File: config.mk
export PLATFORM = sky130hd
export DESIGN_NAME = pwm_shadowed
export DESIGN_NICKNAME = d
export VERILOG_FILES = /design/src/rtl/pwm_shadow_pkg.sv /design/src/rtl/pwm_cfg_bank.sv /design/src/rtl/pwm_phase.sv /design/src/rtl/pwm_shadowed.sv
export SDC_FILE = /design/constraint.sdc
export NUM_CORES = 1
export LEC_CHECK = 0
export CAP_MARGIN = 40
export CORE_AREA = 3 3 91 93
export DETAILED_ROUTE_END_ITERATION = 8
export DIE_AREA = 0 0 94 96
export MAX_ROUTING_LAYER = met4
export PLACE_DENSITY = 0.75
export SYNTH_ARGS = -nofsm -noshare
export SYNTH_HDL_FRONTEND = slang
export SYNTH_SLANG_ARGS = --single-unit
File: constraint.sdc
create_clock -name clk -period 2.15 [get_ports clk]
set_clock_uncertainty 0.2 [all_clocks]
set_input_delay 0.43 -clock clk [delete_from_list [all_inputs] [get_ports clk]]
set_output_delay 0.43 -clock clk [all_outputs]
set_load 0.01 [all_outputs]
File: src/rtl/pwm_shadow_pkg.sv
package pwm_shadow_pkg;
  localparam int EN_POS  = 31;
  localparam int UPD_POS = 30;
  localparam int BU_LSB  = 8;
  localparam int DIV_W   = 8;
endpackage

File: src/rtl/pwm_cfg_bank.sv
module pwm_cfg_bank
  import pwm_shadow_pkg::*;
#(
  parameter int BU_W = 16
) (
  input  logic             clk,
  input  logic             rst_n,
  input  logic             wr_en,
  input  logic [31:0]      wr_data,
  input  logic             cyc_start,
  output logic             en_o,
  output logic             upd_o,
  output logic [BU_W-1:0]  sh_bu_o,
  output logic [DIV_W-1:0] sh_div_o,
  output logic [BU_W-1:0]  act_bu_o,
  output logic [DIV_W-1:0] act_div_o
);
  logic             en_q, en_d, upd_q, upd_d;
  logic [BU_W-1:0]  sh_bu_q, sh_bu_d, act_bu_q, act_bu_d;
  logic [DIV_W-1:0] sh_div_q, sh_div_d, act_div_q, act_div_d;
  logic             wr_accept, commit;

  assign wr_accept = wr_en && !upd_q;
  assign commit    = upd_q && cyc_start;

  always_comb begin
    en_d      = wr_en ? wr_data[EN_POS] : en_q;
    sh_bu_d   = wr_accept ? wr_data[BU_LSB +: BU_W] : sh_bu_q;
    sh_div_d  = wr_accept ? wr_data[DIV_W-1:0] : sh_div_q;
    upd_d     = upd_q;
    if (commit)                           upd_d = 1'b0;
    else if (wr_accept && wr_data[UPD_POS]) upd_d = 1'b1;
    act_bu_d  = commit ? sh_bu_q  : act_bu_q;
    act_div_d = commit ? sh_div_q : act_div_q;
  end

  always_ff @(posedge clk or negedge rst_n) begin
    if (!rst_n) begin
      en_q      <= 1'b0;
      upd_q     <= 1'b0;
      sh_bu_q   <= '0;
      sh_div_q  <= '0;
      act_bu_q  <= '0;
      act_div_q <= '0;
    end else begin
      en_q      <= en_d;
      upd_q     <= upd_d;
      sh_bu_q   <= sh_bu_d;
      sh_div_q  <= sh_div_d;
      act_bu_q  <= act_bu_d;
      act_div_q <= act_div_d;
    end
  end

  assign en_o      = en_q;
  assign upd_o     = upd_q;
  assign sh_bu_o   = sh_bu_q;
  assign sh_div_o  = sh_div_q;
  assign act_bu_o  = act_bu_q;
  assign act_div_o = act_div_q;

  p_busy_write_ignored_r3: assert property (@(posedge clk) disable iff (!rst_n)
    (wr_en && upd_q) |=> ($stable(sh_bu_q) && $stable(sh_div_q)));

  p_pending_held_off_r4: assert property (@(posedge clk) disable iff (!rst_n)
    (upd_q && !en_q) |=> upd_q);

  p_active_frozen_r5: assert property (@(posedge clk) disable iff (!rst_n)
    !upd_q |=> ($stable(act_bu_q) && $stable(act_div_q)));
endmodule

File: src/rtl/pwm_phase.sv
module pwm_phase
  import pwm_shadow_pkg::*;
#(
  parameter int BU_W = 16
) (
  input  logic             clk,
  input  logic             rst_n,
  input  logic             en,
  input  logic [BU_W-1:0]  step,
  output logic             cyc_start_o,
  output logic [DIV_W-1:0] top_o
);
  logic [BU_W-1:0] acc_q, acc_d;
  logic            started_q, started_d;
  logic [BU_W:0]   sum;

  assign sum         = {1'b0, acc_q} + {1'b0, step};
  assign cyc_start_o = en && (!started_q || sum[BU_W]);
  assign top_o       = acc_q[BU_W-1 -: DIV_W];

  always_comb begin
    started_d = en;
    acc_d     = (!en || !started_q) ? '0 : sum[BU_W-1:0];
  end

  always_ff @(posedge clk or negedge rst_n) begin
    if (!rst_n) begin
      acc_q     <= '0;
      started_q <= 1'b0;
    end else begin
      acc_q     <= acc_d;
      started_q <= started_d;
    end
  end

  p_idle_zero_r6: assert property (@(posedge clk) disable iff (!rst_n)
    !en |=> (acc_q == '0));

  p_zero_step_stall_r9: assert property (@(posedge clk) disable iff (!rst_n)
    (en && started_q && step == '0) |=> $stable(acc_q));
endmodule

File: src/rtl/pwm_shadowed.sv
module pwm_shadowed
  import pwm_shadow_pkg::*;
#(
  parameter int BU_W = 16
) (
  input  logic        clk,
  input  logic        rst_n,
  input  logic        wr_en,
  input  logic [31:0] wr_data,
  output logic [31:0] rd_data,
  output logic        pwm_o
);
  logic             rst_s1, rst_sync;
  logic             en, upd, cyc_start;
  logic [BU_W-1:0]  sh_bu, act_bu;
  logic [DIV_W-1:0] sh_div, act_div, top;

  always_ff @(posedge clk or negedge rst_n) begin
    if (!rst_n) begin
      rst_s1   <= 1'b0;
      rst_sync <= 1'b0;
    end else begin
      rst_s1   <= 1'b1;
      rst_sync <= rst_s1;
    end
  end

  pwm_cfg_bank #(.BU_W(BU_W)) u_cfg (
    .clk(clk), .rst_n(rst_sync), .wr_en(wr_en), .wr_data(wr_data),
    .cyc_start(cyc_start), .en_o(en), .upd_o(upd),
    .sh_bu_o(sh_bu), .sh_div_o(sh_div), .act_bu_o(act_bu), .act_div_o(act_div)
  );

  pwm_phase #(.BU_W(BU_W)) u_phase (
    .clk(clk), .rst_n(rst_sync), .en(en), .step(act_bu),
    .cyc_start_o(cyc_start), .top_o(top)
  );

  always_comb begin
    rd_data                 = '0;
    rd_data[EN_POS]         = en;
    rd_data[UPD_POS]        = upd;
    rd_data[BU_LSB +: BU_W] = sh_bu;
    rd_data[DIV_W-1:0]      = sh_div;
  end

  assign pwm_o = en && (top >= act_div);

  p_disable_prompt_r8: assert property (@(posedge clk) disable iff (!rst_sync)
    (wr_en && !wr_data[EN_POS]) |=> !pwm_o);
endmodule

==> metrics.cfg <==
[status]
status = complete, but fails checks
violations = setup timing

[worst_hold_path]
hp-class = in -> async

[floorplan]
fp.dieH_um = 96
rows = 32
die_area_um2 = 9024
ios = 68
die_x_um = 94
core-area_um2 = 7607
initial_core_util_pct = 46.63

[route]
drt-total-wl_mm = 7.851
post_drt_wl_per_cell_um = 15.10
dr.first_iter.drc_count = 80
drt-pass1-iter-count = 4
vias = 2662
drt.antenna.violating_nets = 0
viasPerCell = 5.119
drcViolationCount = 0

[power_and_ir_drop]
vdd_drop_max_mv = 0.9445
internal_power_uw = 5150
clkPwrFrac_pct = 12.1
p_sw_uw = 2870
p_comb_share_pct = 58.8
pwr-share-seq_pct = 29.1
powerDensity_nw_per_um2 = 1551
swShare_pct = 35.79
leakage_uw = 0.002288

[logic_synthesis]
synth.area.mux_share_pct = 16.12
synth_area_um2 = 3547
yosysSeqAreaShare_pct = 48.68
yosysUniqueCellTypes = 46
synth_xor_area_share_pct = 1.481
synth_compound_area_share_pct = 11.15
ys.flop_type = dfrtp_1
ys_seq_elements = 69
yosys.area_share.simple_pct = 8.889
synth_top_area_cell = dfrtp_1
synthCells = 301
synthAdderAreaFrac_pct = 9.030
synth_top_family_by_area = multiplexers
synth_top_cells_by_area = dfrtp_1, mux2_2, ha_1, a21oi_1, buf_4
async_flop_share_pct = 100.0
synth_top_cell_area_share_pct = 48.68
syn_area_per_cell_um2 = 11.78
synth_edf_count = 0
yosysWarnings = 0

[global_route]
overflow = 0
grt_pass1_wl_mm = 13.02
grt_max_degree = 68
antenna_found_initial = 0
grt_pass1_vias = 2722
grt.total_usage_pct = 19.12

[sta]
setup_viol = 33
timing.final.ws_setup_ns = -0.4186
drv_slew = 0
fin_tns_setup_ns = -10.63
min_period_over_period_pct = 119.5
timing_hold_violations_final = 0
max_freq_mhz = 389.3
rsz0062_at_grt = true
min_period_ns = 2.569

[cells_and_area]
antenna_cells = 0
stdcell_count = 520
fin_nets = 473
final_area_um2 = 5171
drive_gt1_share_pct = 41.15
area_growth_pct = 45.78

[flow_run]
drv_cap = 0

[clock_network]
clock_latency_ns = 0.34
cts_buffer_depth = 2
root_buffer = clkbuf_8
clk_pin_slew_ns = 0.07
cts_buffers = 9
htree_levels = 3
cts.sinks = 69
cts_tree = built
hold_buffers = 0

[critical_path]
crit_arrival_ns = 2.59
cp.required_ns = 2.17
cp-end-kind = register
crit_chain = ha_2, fa_2, a211oi_4, or3_4, and2_4, o41ai_4, buf_4, buf_6, mux2_2
critPathSlowestCell = dfrtp_1
critPathMaxStageDelay_ns = 0.35
crit_type = reg -> reg
cp-start-kind = register
cp_max_fo = 5

[placement]
gp_congestion = 0.8167
io_buffers = 55
dp_cells = 497
post-place-ws_ns = -0.4906
dp_hpwl_mm = 5.624
placed_area_um2 = 4639

-- metrics by stage --
| stage | total power [uW] | hold slack [ns] | util (%) |
|---|---|---|---|
| 6_report | 8020 | 0.04000 | 67.98 |
| 5_1_grt | 8649 | 0.02373 | 67.98 |
| 4_1_cts | 7855 | 0.02754 | 67.14 |
| 3_5_place_dp | 6339 | 0.1053 | 60.99 |
| 3_3_place_gp | 6202 | 0.09547 | 60.99 |
| 2_1_floorplan | 4609 | -0.06559 | - |
-- layer usage --
layer / vias to the layer above / wire, um / GRT usage, %
met2: 50 / 3939 / 31.11
met5: - / 0 / -
li1: 1294 / - / -
met1: 1303 / 3533 / 24.04
met3: 15 / 251 / 3.675
met4: 0 / 126 / 6.619
-- final cells by class --
type / count / area (um^2)
Fill cell: 578 / 2436
Multi-Input combinational cell: 207 / 2042
Sequential cell: 69 / 1728
Timing Repair Buffer: 115 / 1051
Clock buffer: 15 / 176.4
Tap cell: 102 / 127.6
Inverter: 11 / 41.29
Clock inverter: 1 / 5.005
-- cell usage after synthesis, types with 6 or more instances --
cell       n
inv_1     11
nor3_1     6
nor2_1     9
a21oi_1   18
clkbuf_1   9
and3_1     7
ha_1      24
buf_4      8
o21ai_0   10
mux2_2    48
nand3_1    7
dfrtp_1   69
nand2_1   15
-- flip-flops by register name (all words and copies together), names as in the netlist --
register / cells
rst_s1: 1
rst_sync: 1
u_cfg.act_bu_o: 16
u_cfg.act_div_o: 8
u_cfg.en_o: 1
u_cfg.sh_bu_o: 16
u_cfg.sh_div_o: 8
u_cfg.upd_o: 1
u_phase.acc_q: 16
u_phase.started_q: 1
-- power by group through the flow --
stage | combinational, uW | sequential (uW) | clock (uW)
after floorplan | 2240 | 2370 | 0
after global placement | 3890 | 2310 | 0
after detailed placement | 4000 | 2340 | 0
after CTS | 4520 | 2330 | 1000
after global routing | 5180 | 2410 | 1060
final | 4720 | 2330 | 973
-- worst max-delay path, delay by kind of cell (launching register included) --
family,cells,cell delay (ns)
AOI/OAI and AO/OA,2,0.32
adders and majority gates,2,0.46
buffers and inverters,2,0.30
DFF,1,0.35
muxes,1,0.33
and+or+nand+nor,2,0.51
-- placed cells by master (no fill, tap or decap), drive strengths merged, types with 2 or more instances in the layout --
cell	count
conb	7
nor2	9
dfrtp	69
a21oi	18
nand2	15
nor3	6
and4	2
o211ai	2
buf	61
and2	2
clkdlybuf4s50	54
xor2	2
nor2b	3
xnor2	4
o21ai	10
inv	11
nor3b	2
o21a	4
a21o	5
clkbuf	15
mux2	49
nand2b	3
ha	24
mux2i	2
or3	2
a211o	3
and3	7
a211oi	5
nand3	7
-- kinds of logic (layout without fill, tap and decap cells) --
logic type,Yosys count,count (layout)
fa+ha+maj,25,25
mux,51,51
compound gates,58,58
xor+xnor,6,6
buf+inv,30,142
other cells,2,7
flops,69,69
simple gates,60,60
-- final timing paths --
path	startpoint	end	slack, ns	cells after the start
max reg2reg	u_cfg.act_bu_o[0]$_DFFE_PN0P_	u_cfg.act_bu_o[0]$_DFFE_PN0P_	-0.42	9
min reg2reg	rst_sync$_DFF_PN0_	u_cfg.act_div_o[6]$_DFFE_PN0P_	0.08	1
min in group clk	rst_s1$_DFF_PN0_	rst_sync$_DFF_PN0_	0.15	0
max	u_cfg.act_bu_o[0]$_DFFE_PN0P_	u_cfg.act_bu_o[0]$_DFFE_PN0P_	-0.42	9
min	rst_n	rst_sync$_DFF_PN0_	0.04	1
max in group asynchronous	rst_sync$_DFF_PN0_	u_cfg.sh_bu_o[10]$_DFFE_PN0P_	1.37	1
-- repair_timing --
action | 4_1_cts | 5_1_grt
gates cloned | 1 | 0
setup buffers | 7 | 4
endpoints found under the setup margin | 34 | 37
gates resized for setup | 50 | 17
pin swaps | 17 | 13
Note: power is estimated with default switching activity, not from simulation.
